[config.mk]
export PLATFORM = sky130hd
export DESIGN_NAME = i2s_master_port
export DESIGN_NICKNAME = d
export VERILOG_FILES = /design/src/rtl/i2s_port_pkg.sv /design/src/rtl/i2s_timebase.sv /design/src/rtl/i2s_tx_lane.sv /design/src/rtl/i2s_rx_lane.sv /design/src/rtl/i2s_master_port.sv
export SDC_FILE = /design/constraint.sdc
export NUM_CORES = 1
export LEC_CHECK = 0
export ABC_AREA = 1
export CAP_MARGIN = 20
export CELL_PAD_IN_SITES_DETAIL_PLACEMENT = 0
export CELL_PAD_IN_SITES_GLOBAL_PLACEMENT = 1
export CORE_ASPECT_RATIO = 1.1
export CORE_MARGIN = 4
export CORE_UTILIZATION = 45
export DETAILED_ROUTE_END_ITERATION = 12
export DONT_BUFFER_PORTS = 1
export PLACE_DENSITY = 0.82
export SETUP_SLACK_MARGIN = 0.5
export SLEW_MARGIN = 10
export SYNTH_ARGS = -nofsm -noshare
export SYNTH_HDL_FRONTEND = slang
export SYNTH_HIERARCHICAL = 1
export SYNTH_SLANG_ARGS = --single-unit
[constraint.sdc]
create_clock -name clk -period 2.3 [get_ports clk]
set_input_delay 0.46 -clock clk [delete_from_list [all_inputs] [get_ports clk]]
set_output_delay 0.46 -clock clk [all_outputs]
set_load 0.01 [all_outputs]
[src/rtl/i2s_port_pkg.sv]
package i2s_port_pkg;

  // Serial-clock events for one system clock cycle
  typedef struct packed {
    logic rise;       // bit clock goes to its sampling phase
    logic fall;       // bit clock goes to its launch phase
    logic wrap;       // fall on the last bit of a frame
    logic slot_open;  // fall that launches bit 0 of a slot
  } tick_ev_t;

endpackage

[src/rtl/i2s_timebase.sv]
module i2s_timebase
  import i2s_port_pkg::*;
#(
  parameter int SLOT_BITS = 32
) (
  input  logic                  clk,
  input  logic                  rst_n,
  input  logic                  bclk_en_i,
  input  logic                  keep_i,
  output tick_ev_t              ev_o,
  output logic [$clog2(SLOT_BITS)-1:0] cur_bit_o,
  output logic [$clog2(SLOT_BITS)-1:0] nxt_bit_o,
  output logic                  phase_o,
  output logic                  ws_o
);
  localparam int FRAME_BITS = 2 * SLOT_BITS;
  localparam int POS_W      = $clog2(FRAME_BITS);
  localparam int SP_W       = $clog2(SLOT_BITS);
  localparam logic [POS_W-1:0] LAST_POS = POS_W'(FRAME_BITS - 1);

  logic             run_q, ph_q;
  logic [POS_W-1:0] pos_q, pos_nxt, pos_ahead;
  logic             rise_w, fall_w, wrap_w, halt_w, open_w;

  // one position ahead with wrap, used for launch and word-select lead
  function automatic logic [POS_W-1:0] step_pos(input logic [POS_W-1:0] p);
    return (p == LAST_POS) ? '0 : p + 1'b1;
  endfunction

  assign rise_w    = run_q & bclk_en_i & ~ph_q;
  assign fall_w    = run_q & bclk_en_i & ph_q;
  assign wrap_w    = fall_w & (pos_q == LAST_POS);
  assign halt_w    = wrap_w & ~keep_i;
  assign pos_nxt   = halt_w ? pos_q : step_pos(pos_q);
  assign open_w    = fall_w & ~halt_w & (pos_nxt[SP_W-1:0] == '0);
  assign pos_ahead = step_pos(pos_q);

  always_ff @(posedge clk or negedge rst_n) begin
    if (!rst_n) begin
      run_q <= 1'b0;
      ph_q  <= 1'b0;
      pos_q <= LAST_POS;
    end else begin
      if (!run_q && keep_i) run_q <= 1'b1;
      if (rise_w) ph_q <= 1'b1;
      if (fall_w) begin
        ph_q  <= 1'b0;
        pos_q <= pos_nxt;
        if (halt_w) run_q <= 1'b0;
      end
    end
  end

  assign ev_o      = '{rise: rise_w, fall: fall_w, wrap: wrap_w, slot_open: open_w};
  assign cur_bit_o = pos_q[SP_W-1:0];
  assign nxt_bit_o = pos_nxt[SP_W-1:0];
  assign phase_o   = ph_q;
  assign ws_o      = pos_ahead[POS_W-1];

  AST_PARKED_AT_END: assert property (@(posedge clk) disable iff (!rst_n)
    !run_q |-> (pos_q == LAST_POS && !ph_q));
  AST_WS_MOVES_ON_FALL: assert property (@(posedge clk) disable iff (!rst_n)
    !$stable(ws_o) |-> $past(fall_w));
  AST_PHASE_MOVES_ON_TICK: assert property (@(posedge clk) disable iff (!rst_n)
    !$stable(ph_q) |-> $past(bclk_en_i));
endmodule

[src/rtl/i2s_tx_lane.sv]
module i2s_tx_lane
  import i2s_port_pkg::*;
#(
  parameter int SLOT_BITS   = 32,
  parameter int SAMPLE_BITS = 16,
  parameter int FIFO_W      = 32
) (
  input  logic                  clk,
  input  logic                  rst_n,
  input  tick_ev_t              ev_i,
  input  logic [$clog2(SLOT_BITS)-1:0] nxt_bit_i,
  input  logic                  en_i,
  input  logic [FIFO_W-1:0]     data_i,
  input  logic                  empty_i,
  output logic                  rd_o,
  output logic                  underrun_o,
  output logic                  sdo_o,
  output logic                  act_o
);
  localparam int SP_W = $clog2(SLOT_BITS);
  localparam int PAD_W = FIFO_W - SAMPLE_BITS;

  logic                   act_q, act_nxt, sdo_q;
  logic [SAMPLE_BITS-1:0] word_q, load_w;
  logic                   unused_in;

  // bit of the sample at a slot position; zero in the padding area
  function automatic logic pick_bit(input logic [SAMPLE_BITS-1:0] w,
                                    input logic [SP_W-1:0] p);
    logic [SAMPLE_BITS-1:0] s;
    s = w << p;
    return (int'(p) < SAMPLE_BITS) ? s[SAMPLE_BITS-1] : 1'b0;
  endfunction

  assign act_nxt    = ev_i.wrap ? en_i : act_q;
  assign load_w     = empty_i ? '0 : data_i[FIFO_W-1 -: SAMPLE_BITS];
  assign rd_o       = ev_i.slot_open & act_nxt & ~empty_i;
  assign underrun_o = ev_i.slot_open & act_nxt & empty_i;
  assign unused_in  = ^{ev_i.rise, data_i[PAD_W-1:0]};

  always_ff @(posedge clk or negedge rst_n) begin
    if (!rst_n) begin
      act_q  <= 1'b0;
      word_q <= '0;
      sdo_q  <= 1'b0;
    end else if (ev_i.fall) begin
      act_q <= act_nxt;
      if (ev_i.slot_open && act_nxt) begin
        word_q <= load_w;
        sdo_q  <= load_w[SAMPLE_BITS-1];
      end else if (act_nxt) begin
        sdo_q <= pick_bit(word_q, nxt_bit_i);
      end else begin
        sdo_q <= 1'b0;
      end
    end
  end

  assign sdo_o = sdo_q;
  assign act_o = act_q;

  AST_POP_ONLY_WITH_DATA: assert property (@(posedge clk) disable iff (!rst_n)
    rd_o |-> !empty_i);
  AST_UNDERRUN_ONLY_EMPTY: assert property (@(posedge clk) disable iff (!rst_n)
    underrun_o |-> empty_i);
  AST_QUIET_WHEN_OFF: assert property (@(posedge clk) disable iff (!rst_n)
    !act_q |-> !sdo_q);
  AST_ACT_CHANGES_AT_WRAP: assert property (@(posedge clk) disable iff (!rst_n)
    !$stable(act_q) |-> $past(ev_i.wrap));
endmodule

[src/rtl/i2s_rx_lane.sv]
module i2s_rx_lane
  import i2s_port_pkg::*;
#(
  parameter int SLOT_BITS   = 32,
  parameter int SAMPLE_BITS = 16,
  parameter int FIFO_W      = 32
) (
  input  logic                  clk,
  input  logic                  rst_n,
  input  tick_ev_t              ev_i,
  input  logic [$clog2(SLOT_BITS)-1:0] cur_bit_i,
  input  logic                  en_i,
  input  logic                  sdi_i,
  input  logic                  full_i,
  output logic                  wr_o,
  output logic                  overrun_o,
  output logic [FIFO_W-1:0]     data_o,
  output logic                  act_o
);
  localparam int SP_W  = $clog2(SLOT_BITS);
  localparam int PAD_W = FIFO_W - SAMPLE_BITS;
  localparam logic [SP_W-1:0] SLOT_END = SP_W'(SLOT_BITS - 1);

  logic                   act_q, due_w, in_data_w, unused_ev;
  logic [SAMPLE_BITS-1:0] sh_q;

  assign in_data_w = int'(cur_bit_i) < SAMPLE_BITS;
  assign due_w     = ev_i.fall & act_q & (cur_bit_i == SLOT_END);
  assign wr_o      = due_w & ~full_i;
  assign overrun_o = due_w & full_i;
  assign data_o    = {sh_q, {PAD_W{1'b0}}};
  assign unused_ev = ev_i.slot_open;

  always_ff @(posedge clk or negedge rst_n) begin
    if (!rst_n) begin
      act_q <= 1'b0;
      sh_q  <= '0;
    end else begin
      if (ev_i.rise && act_q && in_data_w) sh_q <= {sh_q[SAMPLE_BITS-2:0], sdi_i};
      if (ev_i.wrap) act_q <= en_i;
    end
  end

  assign act_o = act_q;

  AST_NO_WRITE_WHEN_FULL: assert property (@(posedge clk) disable iff (!rst_n)
    wr_o |-> !full_i);
  AST_PUSH_AT_SLOT_END: assert property (@(posedge clk) disable iff (!rst_n)
    wr_o |-> (cur_bit_i == SLOT_END && ev_i.fall));
  AST_ONE_OUTCOME: assert property (@(posedge clk) disable iff (!rst_n)
    !(wr_o && overrun_o));
endmodule

[src/rtl/i2s_master_port.sv]
module i2s_master_port
  import i2s_port_pkg::*;
#(
  parameter int SLOT_BITS   = 32,
  parameter int SAMPLE_BITS = 16,
  parameter int FIFO_W      = 32
) (
  input  logic              clk,
  input  logic              rst_n,
  input  logic              bclk_en_i,
  input  logic              bclk_inv_i,
  input  logic              lrck_inv_i,
  input  logic              lrck_cont_i,
  input  logic              tx_en_i,
  input  logic              rx_en_i,
  input  logic [FIFO_W-1:0] tx_data_i,
  input  logic              tx_empty_i,
  output logic              tx_rd_o,
  output logic              tx_underrun_o,
  input  logic              rx_sdi_i,
  output logic [FIFO_W-1:0] rx_data_o,
  input  logic              rx_full_i,
  output logic              rx_wr_o,
  output logic              rx_overrun_o,
  output logic              bclk_o,
  output logic              lrck_o,
  output logic              sdo_o,
  output logic              idle_o
);
  localparam int SP_W = $clog2(SLOT_BITS);

  tick_ev_t        ev;
  logic [SP_W-1:0] cur_bit, nxt_bit;
  logic            phase, ws, keep, tx_act, rx_act;

  assign keep = tx_en_i | rx_en_i | lrck_cont_i;

  i2s_timebase #(.SLOT_BITS(SLOT_BITS)) u_time (
    .clk(clk), .rst_n(rst_n), .bclk_en_i(bclk_en_i), .keep_i(keep),
    .ev_o(ev), .cur_bit_o(cur_bit), .nxt_bit_o(nxt_bit),
    .phase_o(phase), .ws_o(ws)
  );

  i2s_tx_lane #(.SLOT_BITS(SLOT_BITS), .SAMPLE_BITS(SAMPLE_BITS), .FIFO_W(FIFO_W)) u_tx (
    .clk(clk), .rst_n(rst_n), .ev_i(ev), .nxt_bit_i(nxt_bit), .en_i(tx_en_i),
    .data_i(tx_data_i), .empty_i(tx_empty_i), .rd_o(tx_rd_o),
    .underrun_o(tx_underrun_o), .sdo_o(sdo_o), .act_o(tx_act)
  );

  i2s_rx_lane #(.SLOT_BITS(SLOT_BITS), .SAMPLE_BITS(SAMPLE_BITS), .FIFO_W(FIFO_W)) u_rx (
    .clk(clk), .rst_n(rst_n), .ev_i(ev), .cur_bit_i(cur_bit), .en_i(rx_en_i),
    .sdi_i(rx_sdi_i), .full_i(rx_full_i), .wr_o(rx_wr_o),
    .overrun_o(rx_overrun_o), .data_o(rx_data_o), .act_o(rx_act)
  );

  assign bclk_o = phase ^ bclk_inv_i;
  assign lrck_o = ws ^ lrck_inv_i;
  assign idle_o = ~(tx_act | rx_act | tx_en_i | rx_en_i);

  AST_IDLE_NO_TRAFFIC: assert property (@(posedge clk) disable iff (!rst_n)
    idle_o |-> (!tx_rd_o && !rx_wr_o && !sdo_o));
  AST_STROBES_EXCLUSIVE: assert property (@(posedge clk) disable iff (!rst_n)
    !(tx_rd_o && tx_underrun_o));
endmodule

==> results of run 1 <==
## worst min-delay path by stage
stage	to	slack, ps	cells after the start
after floorplan	u_rx/act_o	160	0
after global placement	u_rx/sh_q[0]	170	0
after detailed placement	u_rx/sh_q[1]	170	0
after CTS	u_rx/sh_q[1]	6	1
after global routing	u_rx/sh_q[1]	20	1
final	u_rx/sh_q[1]	0.7	1
## flip-flops by register name, summed over array words and instances (netlist names)
signal          flops
u_rx/act_o          1
u_rx/sh_q          16
u_time/phase_o      1
u_time/pos_q        6
u_time/run_q        1
u_tx/act_o          1
u_tx/sdo_o          1
u_tx/word_q        16
## timing repair
action,CTS,global route
setup endpoints to repair,22,23
buffers inserted,7,11
hold buffers,1,0
gates resized for setup,11,19
gates cloned,3,0
endpoints found under the hold margin,43,0
pin swaps,12,15
## cell usage in the layout (no fill, tap or decap)
master     count
buf_4         26
inv_4          1
bufinv_16      1
o21a_1         1
nand2_4        3
conb_1        16
ha_4           1
nand4_1       20
xnor2_1        1
nand2_1       73
nand3_2       13
o21ai_1       14
clkbuf_8       5
buf_16         3
inv_1         41
nor2_2         4
clkbuf_1       1
nand3_4        4
nor3_1         1
nor2_4         9
o21bai_1       1
buf_12         3
o21ai_2        3
o22ai_1        3
mux2i_1        1
nand2_2        8
buf_6          2
inv_2          2
dfstp_2        6
nor2_1         7
dfrtp_1       37
nand3b_1       2
nand3_1       18
clkinv_1       1
o21ai_0        5
## power by group
part / internal (mW) / switching (mW)
clock: 0.318 / 0.252
combinational: 0.485 / 0.667
sequential: 1.02 / 0.221
## critical path, cell delays in order, from the launching register on
cell,delay [ps]
dfstp_2,560
ha_4,150
nand3_4,70
nor2_4,190
inv_2,70
nand3_2,70
nand2_2,70
nor2_2,130
nand2_2,80
nor2_4,110
nand2_4,90
nor2_4,130
## metrics by stage
stage                     util, %  power [mW]  TNS [ps]  cells  worst slack [ps]
after global routing        55.91       3.175     -3648    412            -279.9
after CTS                   53.01       2.875    -815.2    401            -180.6
final                       55.91       2.960    -997.2    412            -178.4
after floorplan                 -       2.064         0    333             82.31
after global placement      47.56       2.200         0    383             55.90
after detailed placement    47.56       2.218         0    383             22.72
## cell families after synthesis
logic type | after synthesis | synth area share (%)
AND/OR/NAND/NOR | 162 | 31.09
multiplexers | 1 | 0.4012
XOR/XNOR | 1 | 0.3511
flip-flops | 43 | 43.43
AO/OA/AOI/OAI | 27 | 5.918
other | 1 | 0.1503
buffers and inverters | 82 | 18.15
adder cells (fa/ha/maj) | 1 | 0.5014
## per-layer routing
metal	wire length, um	up-vias	global-route usage, %
li1	-	1009	-
met1	2407	936	20.78
met2	2629	53	27.41
met3	371	5	4.937
met4	71	0	5.156
met5	0	-	0
## area by class of cell
| type | instances | area [um2] | share of cell area, % |
|---|---|---|---|
| clock buffers | 6 | 72.57 | 2.406 |
| clock inverters | 1 | 30.03 | 0.9954 |
| inverters | 45 | 171.4 | 5.682 |
| multi-input cells | 208 | 1205 | 39.94 |
| flip-flops and latches | 43 | 1084 | 35.92 |
| well taps | 75 | 93.84 | 3.111 |
| repair buffers | 34 | 360.3 | 11.95 |
==> impl_results.md, run 1 <==
- Minimum period implied by the final worst setup slack: 2478 ps
- Number of detailed-routing iterations run before antenna repair: 4
- R2R Setup Slk: -60 ps
- Endpoint of the most critical register-to-register path: u_tx/word_q[7]
- Core region area: 5395 um2
- Sequential share of the synthesized area: 43.43%
- Worst Slack Setup Final: -178.4 ps
- Unrepaired setup endpoints after global routing: yes
- EDFF count, synth: 0
- Top fanout value on the critical path: 4
- Cell area power density: between 900 and 1000 nW/um2
- Peak supply drop: 0.4209 mV
- Largest area contributor in the synthesized netlist: dfrtp_1
- Warnings from Yosys: 6
- Placed wire-length estimate after detailed placement: 3645 um
- Largest net degree at the start of global routing: between 40 and 50
- Required time of the critical path: 1840 ps
- Final Cell Area: 3017 um2
- Launching element of the worst setup path: u_time/pos_q[1]
- Initial Utilization: 46.24%
- Global router's overall resource usage: between 10% and 20%
- Sum of routed wire length over all layers: 5480 um
- Share of flip-flops with an asynchronous set or reset after synthesis: 100.0%
- Number of filler cells placed in the layout: 510
- Class of the worst hold path: in -> async
- DRT iter0 DRCs: 94
- Combined area of all synthesized cells: 2495 um2
- Count of input and output buffers: 0
- GPL Wtd Cong: 0.8689
- Critical Path Start Type: flip-flop
- Die height: 86.10 um
- Ratio of cells with drive above 1 in the final layout: between 20% and 30%
- Ys flop type: dfrtp_1
- Endpoint of the most critical setup path: tx_rd_o
- Failing checks: setup timing
- Die X: 79.00 um
- Insertion delay to the later sink of the worst-skew pair: 290 ps
- Area share of the largest cell type after synthesis: 37.11%
- Max-slew violation count: 0
- Top cells by instance count after synthesis: 81 x nand2_1, 42 x inv_1, 37 x dfrtp_1
- Final Hold Violating Endpoints: 0
- NumNets Final: 381
- Clock slew at reported path FFs: 80 ps
- Cell area reported after detailed placement: 2566 um2
- Number of distinct library cell variants in the gate-level netlist after synthesis: 31
- Critical Setup Path Class: reg -> out
- Number of vias per cell after detailed routing: 4.862
- FF+latch count, synth: 43
- N_diodes: 0
- Vias post-DR: between 2000 and 2500
- Initial antenna violation count: 0
- TritonCTS clock tree: yes
- Reg2reg path depth: 16
- Final hold slack: 0.6723 ps
- Result of the run: finished, violations left
- Mean Syn Cell Area: 7.846 um2
- Remaining global-route overflow: 0
- First-pass GRT wire length: 8942 um
- Origin of the critical flop-to-flop path: u_time/pos_q[1]
- Largest cells by area after synthesis: dfrtp_1 37%, nand2_1 12%, buf_4 9.3%
- Total clock buffers created by CTS: 5
- Via count of the first global-routing pass: 1899
- Number of sinks driven by the clock tree: 43
- Detail-routed net length per standard cell: 13.30 um
- Clock Path Buffers: 2
- # setup viols final: 19
- Area growth from synthesis to layout: 20.91%
- Clock root buffer master: clkbuf_8
- Count leader, synth: nand2_1
- Site Rows: 28
- Detail Route Antenna Nets: 0
- Number of top-level pins: 83
- # Max-Cap Violations: 0
- Arrival @ worst endpoint: approximately 2000 ps
- Count of H-tree levels built during CTS: 2
- Leakage: 1.473 nW
- Total die area: 6801 um2
- Max Freq: a little over 400 MHz
- Worst setup skew after layout: 5.904 ps
- Synthesized instance count: about 320
- Final critical-path share of the clock period: 107.8%
- DR DRC count: 0
- Critical path endpoint category: primary output
Note: power is estimated with default switching activity, not from simulation.
==> inputs of run 2 (changes only) <==
--- a/config.mk
+++ b/config.mk
@@ -10,7 +10,6 @@
 export CELL_PAD_IN_SITES_DETAIL_PLACEMENT = 0
 export CELL_PAD_IN_SITES_GLOBAL_PLACEMENT = 1
 export CORE_ASPECT_RATIO = 1.1
-export CORE_MARGIN = 4
 export CORE_UTILIZATION = 45
 export DETAILED_ROUTE_END_ITERATION = 12
 export DONT_BUFFER_PORTS = 1
==> run 2 against run 1 <==
- the flow still finishes with violations (setup timing)
- clock skew up 3.3 ps
- clock power is 17% lower
- critical path depth unchanged
- final cell count up 0.49%
- die area shrank 14%
- combinational power down 7%
- hold slack improved by 290 ps
- largest cell class unchanged
==> impl_results.md, run 2 (synthesis results as in run 1) <==
- Top flop regs: u_rx/sh_q x16, u_tx/word_q x16, u_time/pos_q x6 (unchanged)
- Gate family responsible for the most delay along the worst path: simple AND/OR/NAND/NOR gates (unchanged)
- Setup TNS after final layout: -1514 ps (was -997.2 ps)
- Reg2reg path depth: 16 (unchanged)
- Insertion delay to the later sink of the worst-skew pair: 300 ps (was 290 ps)
- Clock slew at reported path FFs: 90 ps (was 80 ps)
- Detail Route Antenna Nets: 0 (unchanged)
- Total clock buffers created by CTS: 5 (unchanged)
- # Max-Cap Violations: 0 (unchanged)
- Worst Slack Setup Final: -137.8 ps (was -178.4 ps)
- Count of input and output buffers: 0 (unchanged)
- Endpoint of the most critical register-to-register path: u_tx/word_q[12] (was u_tx/word_q[7])
- TritonCTS clock tree: yes (unchanged)
- Clock root buffer master: clkbuf_8 (unchanged)
- Crit path depth: 11 (unchanged)
- Number of vias per cell after detailed routing: 4.906 (was 4.862)
- Final Hold Violating Endpoints: 0 (unchanged)
- Number of detailed-routing iterations run before antenna repair: 4 (unchanged)
- Top fanout value on the critical path: 3 (was 4)
- Final critical-path share of the clock period: 106.0% (was 107.8%)
- NumNets Final: 382 (was 381)
- DRT iter0 DRCs: 93 (was 94)
- Total die area: 5847 um2 (was 6801 um2)
- Highest-count cells in the layout ignoring fill and taps: 75 x nand2_1, 40 x inv_1, 37 x dfrtp_1 (was 73 x nand2_1, 41 x inv_1, 37 x dfrtp_1)
- # setup viols final: 18 (was 19)
- Hold Path Stages: 2
- Ratio of cells with drive above 1 in the final layout: 26.55% (was 27.89%)
- Slowest cell delay on critical path: 570 ps (was 560 ps)
- Die height: 80.10 um (was 86.10 um)
- Unrepaired setup endpoints after global routing: yes (unchanged)
- Initial antenna violation count: 0 (unchanged)
- Minimum period implied by the final worst setup slack: 2438 ps (was 2478 ps)
- Class of the worst hold path: in -> reg (was in -> async)
- Leakage: 1.461 nW (was 1.473 nW)
- Number of top-level pins: 83 (unchanged)
- Commonest non-fill, non-tap cell in the layout: nand2_1 (unchanged)
- Multi-input combinational cell area: 1152 um2 (was 1205 um2)
- Max Freq: 410.2 MHz (was 403.5 MHz)
- Count of H-tree levels built during CTS: 2 (unchanged)
- Detail-routed net length per standard cell: 12.95 um (was 13.30 um)
- Clock Path Buffers: 2 (unchanged)
- First-pass GRT wire length: 8328 um (was 8942 um)
- Result of the run: finished, violations left (unchanged)
- Post-layout utilization of the core: 54.95% (was 55.91%)
- Arrival @ worst endpoint: 1980 ps (was 2020 ps)
- Cell area power density: 943.1 nW/um2 (was 981.1 nW/um2)
- R2R Setup Slk: -120 ps (was -60 ps)
- GPL Wtd Cong: 0.7830 (was 0.8689)
- Number of sinks driven by the clock tree: 43 (unchanged)
- Placed wire-length estimate after detailed placement: 3479 um (was 3645 um)
- Slowest-stage cell, CP: dfstp_2 (unchanged)
- Min-Delay Endpoint: u_tx/word_q[4]
- Worst setup skew after layout: 9.169 ps (was 5.904 ps)
- DR DRC count: 0 (unchanged)
- Via count of the first global-routing pass: 1823 (was 1899)
- Failing checks: setup timing (unchanged)
- Largest net degree at the start of global routing: 44 (unchanged)
- Critical Setup Path Class: reg -> out (unchanged)
- Area growth from synthesis to layout: 18.05% (was 20.91%)
- Most used cell along the critical path: nor2_4 (unchanged)
- Critical Path Start Type: flip-flop (unchanged)
- Area taken by flip-flops and latches: 1084 um2 (unchanged)
- Critical path endpoint category: primary output (unchanged)
- Global router's overall resource usage: 18.70% (was 16.56%)
- Required time of the critical path: 1840 ps (about the same)
- Vias post-DR: 2031 (was 2003)
- Core region area: 5360 um2 (was 5395 um2)
- N_diodes: 0 (unchanged)
- Buffers and inverters on the worst path: 1 (unchanged)
- Remaining global-route overflow: 0 (unchanged)
- Die X: 73.00 um (was 79.00 um)
- Peak supply drop: 0.5789 mV (was 0.4209 mV)
- Sum of routed wire length over all layers: 5362 um (was 5480 um)
- Layout Cells excl Fill: 414 (was 412)
- Number of filler cells placed in the layout: 513 (was 510)
- Launching element of the worst setup path: u_time/pos_q[0] (was u_time/pos_q[1])
- Origin of the critical flop-to-flop path: u_time/pos_q[0] (was u_time/pos_q[1])
- Max-slew violation count: 0 (unchanged)
- Initial Utilization: 46.55% (was 46.24%)
- Ordered cell list for the critical path: ha_4, nand3_4, nor2_4, inv_2, nand3_2, nand2_2, nor2_1, nand2_1, nor2_2, nand2_4, nor2_4 (was ha_4, nand3_4, nor2_4, inv_2, nand3_2, nand2_2, nor2_2, nand2_2, nor2_4, nand2_4, nor2_4)
- Site Rows: 28 (unchanged)
- Number of cells after detailed placement: 384 (was 383)
- Startpoint of the worst hold path: tx_data_i[20]
[run 2: per-stage QoR]
step                cell area, um2  setup slack, ps  power [mW]  hold slack, ps
floorplan                     2668            82.31       2.064           164.4
global placement              2574            33.64       2.210           165.6
detailed placement            2574            24.03       2.234           165.5
CTS                           2758           -167.5       2.763           1.513
global route                  2945           -257.0       3.024           269.5
finish                        2945           -137.8       2.778           288.0
[run 2: cell type report]
class                           count  share of cell area [%]
Multi-Input combinational cell    208                   39.13
Sequential cell                    43                   36.79
Timing Repair Buffer               35                   12.19
Inverter                           45                   5.820
Tap cell                           75                   3.186
Clock buffer                        6                   2.464
Clock inverter                      2                  0.4248
[run 2: worst reg2reg max path, delay by kind of cell, from the launching register on]
kind	cells	cell delay, ps
AND/OR/NAND/NOR	10	1050
adder cells (fa/ha/maj)	1	160
flip-flops	1	570
buffers and inverters	4	480
AO/OA/AOI/OAI	1	90
[run 2: worst max-delay path by stage]
stage                     slack [ps]        endpoint
final                           -140   tx_underrun_o
after global routing            -260         tx_rd_o
after floorplan                   80         tx_rd_o
after global placement            30   tx_underrun_o
after detailed placement          20  u_tx/word_q[9]
after CTS                       -170   tx_underrun_o
[run 2: report_power, final]
| group | leakage [nW] | switching, mW | total (mW) | internal [mW] |
|---|---|---|---|---|
| sequential | 0.478 | 0.224 | 1.24 | 1.02 |
| clock | 0.0412 | 0.259 | 0.471 | 0.212 |
| combinational | 0.943 | 0.624 | 1.07 | 0.442 |
| total | 1.46 | 1.11 | 2.78 | 1.67 |
[run 2: metal layers]
metal | vias to the layer above | wire [um] | global-route usage [%]
li1 | 1018 | - | -
met1 | 958 | 2374 | 23.10
met2 | 50 | 2628 | 31.11
met3 | 5 | 305 | 5.395
met4 | 0 | 53 | 6.078
met5 | - | 0 | 0
[run 2: timing repair]
| item | in CTS | in global routing |
|---|---|---|
| hold endpoints to repair | 43 | 13 |
| endpoints found under the setup margin | 22 | 23 |
| gates resized for setup | 9 | 13 |
| setup buffers | 5 | 12 |
| gates cloned | 1 | 2 |
| hold buffers | 1 | 1 |
| pin swaps | 7 | 5 |
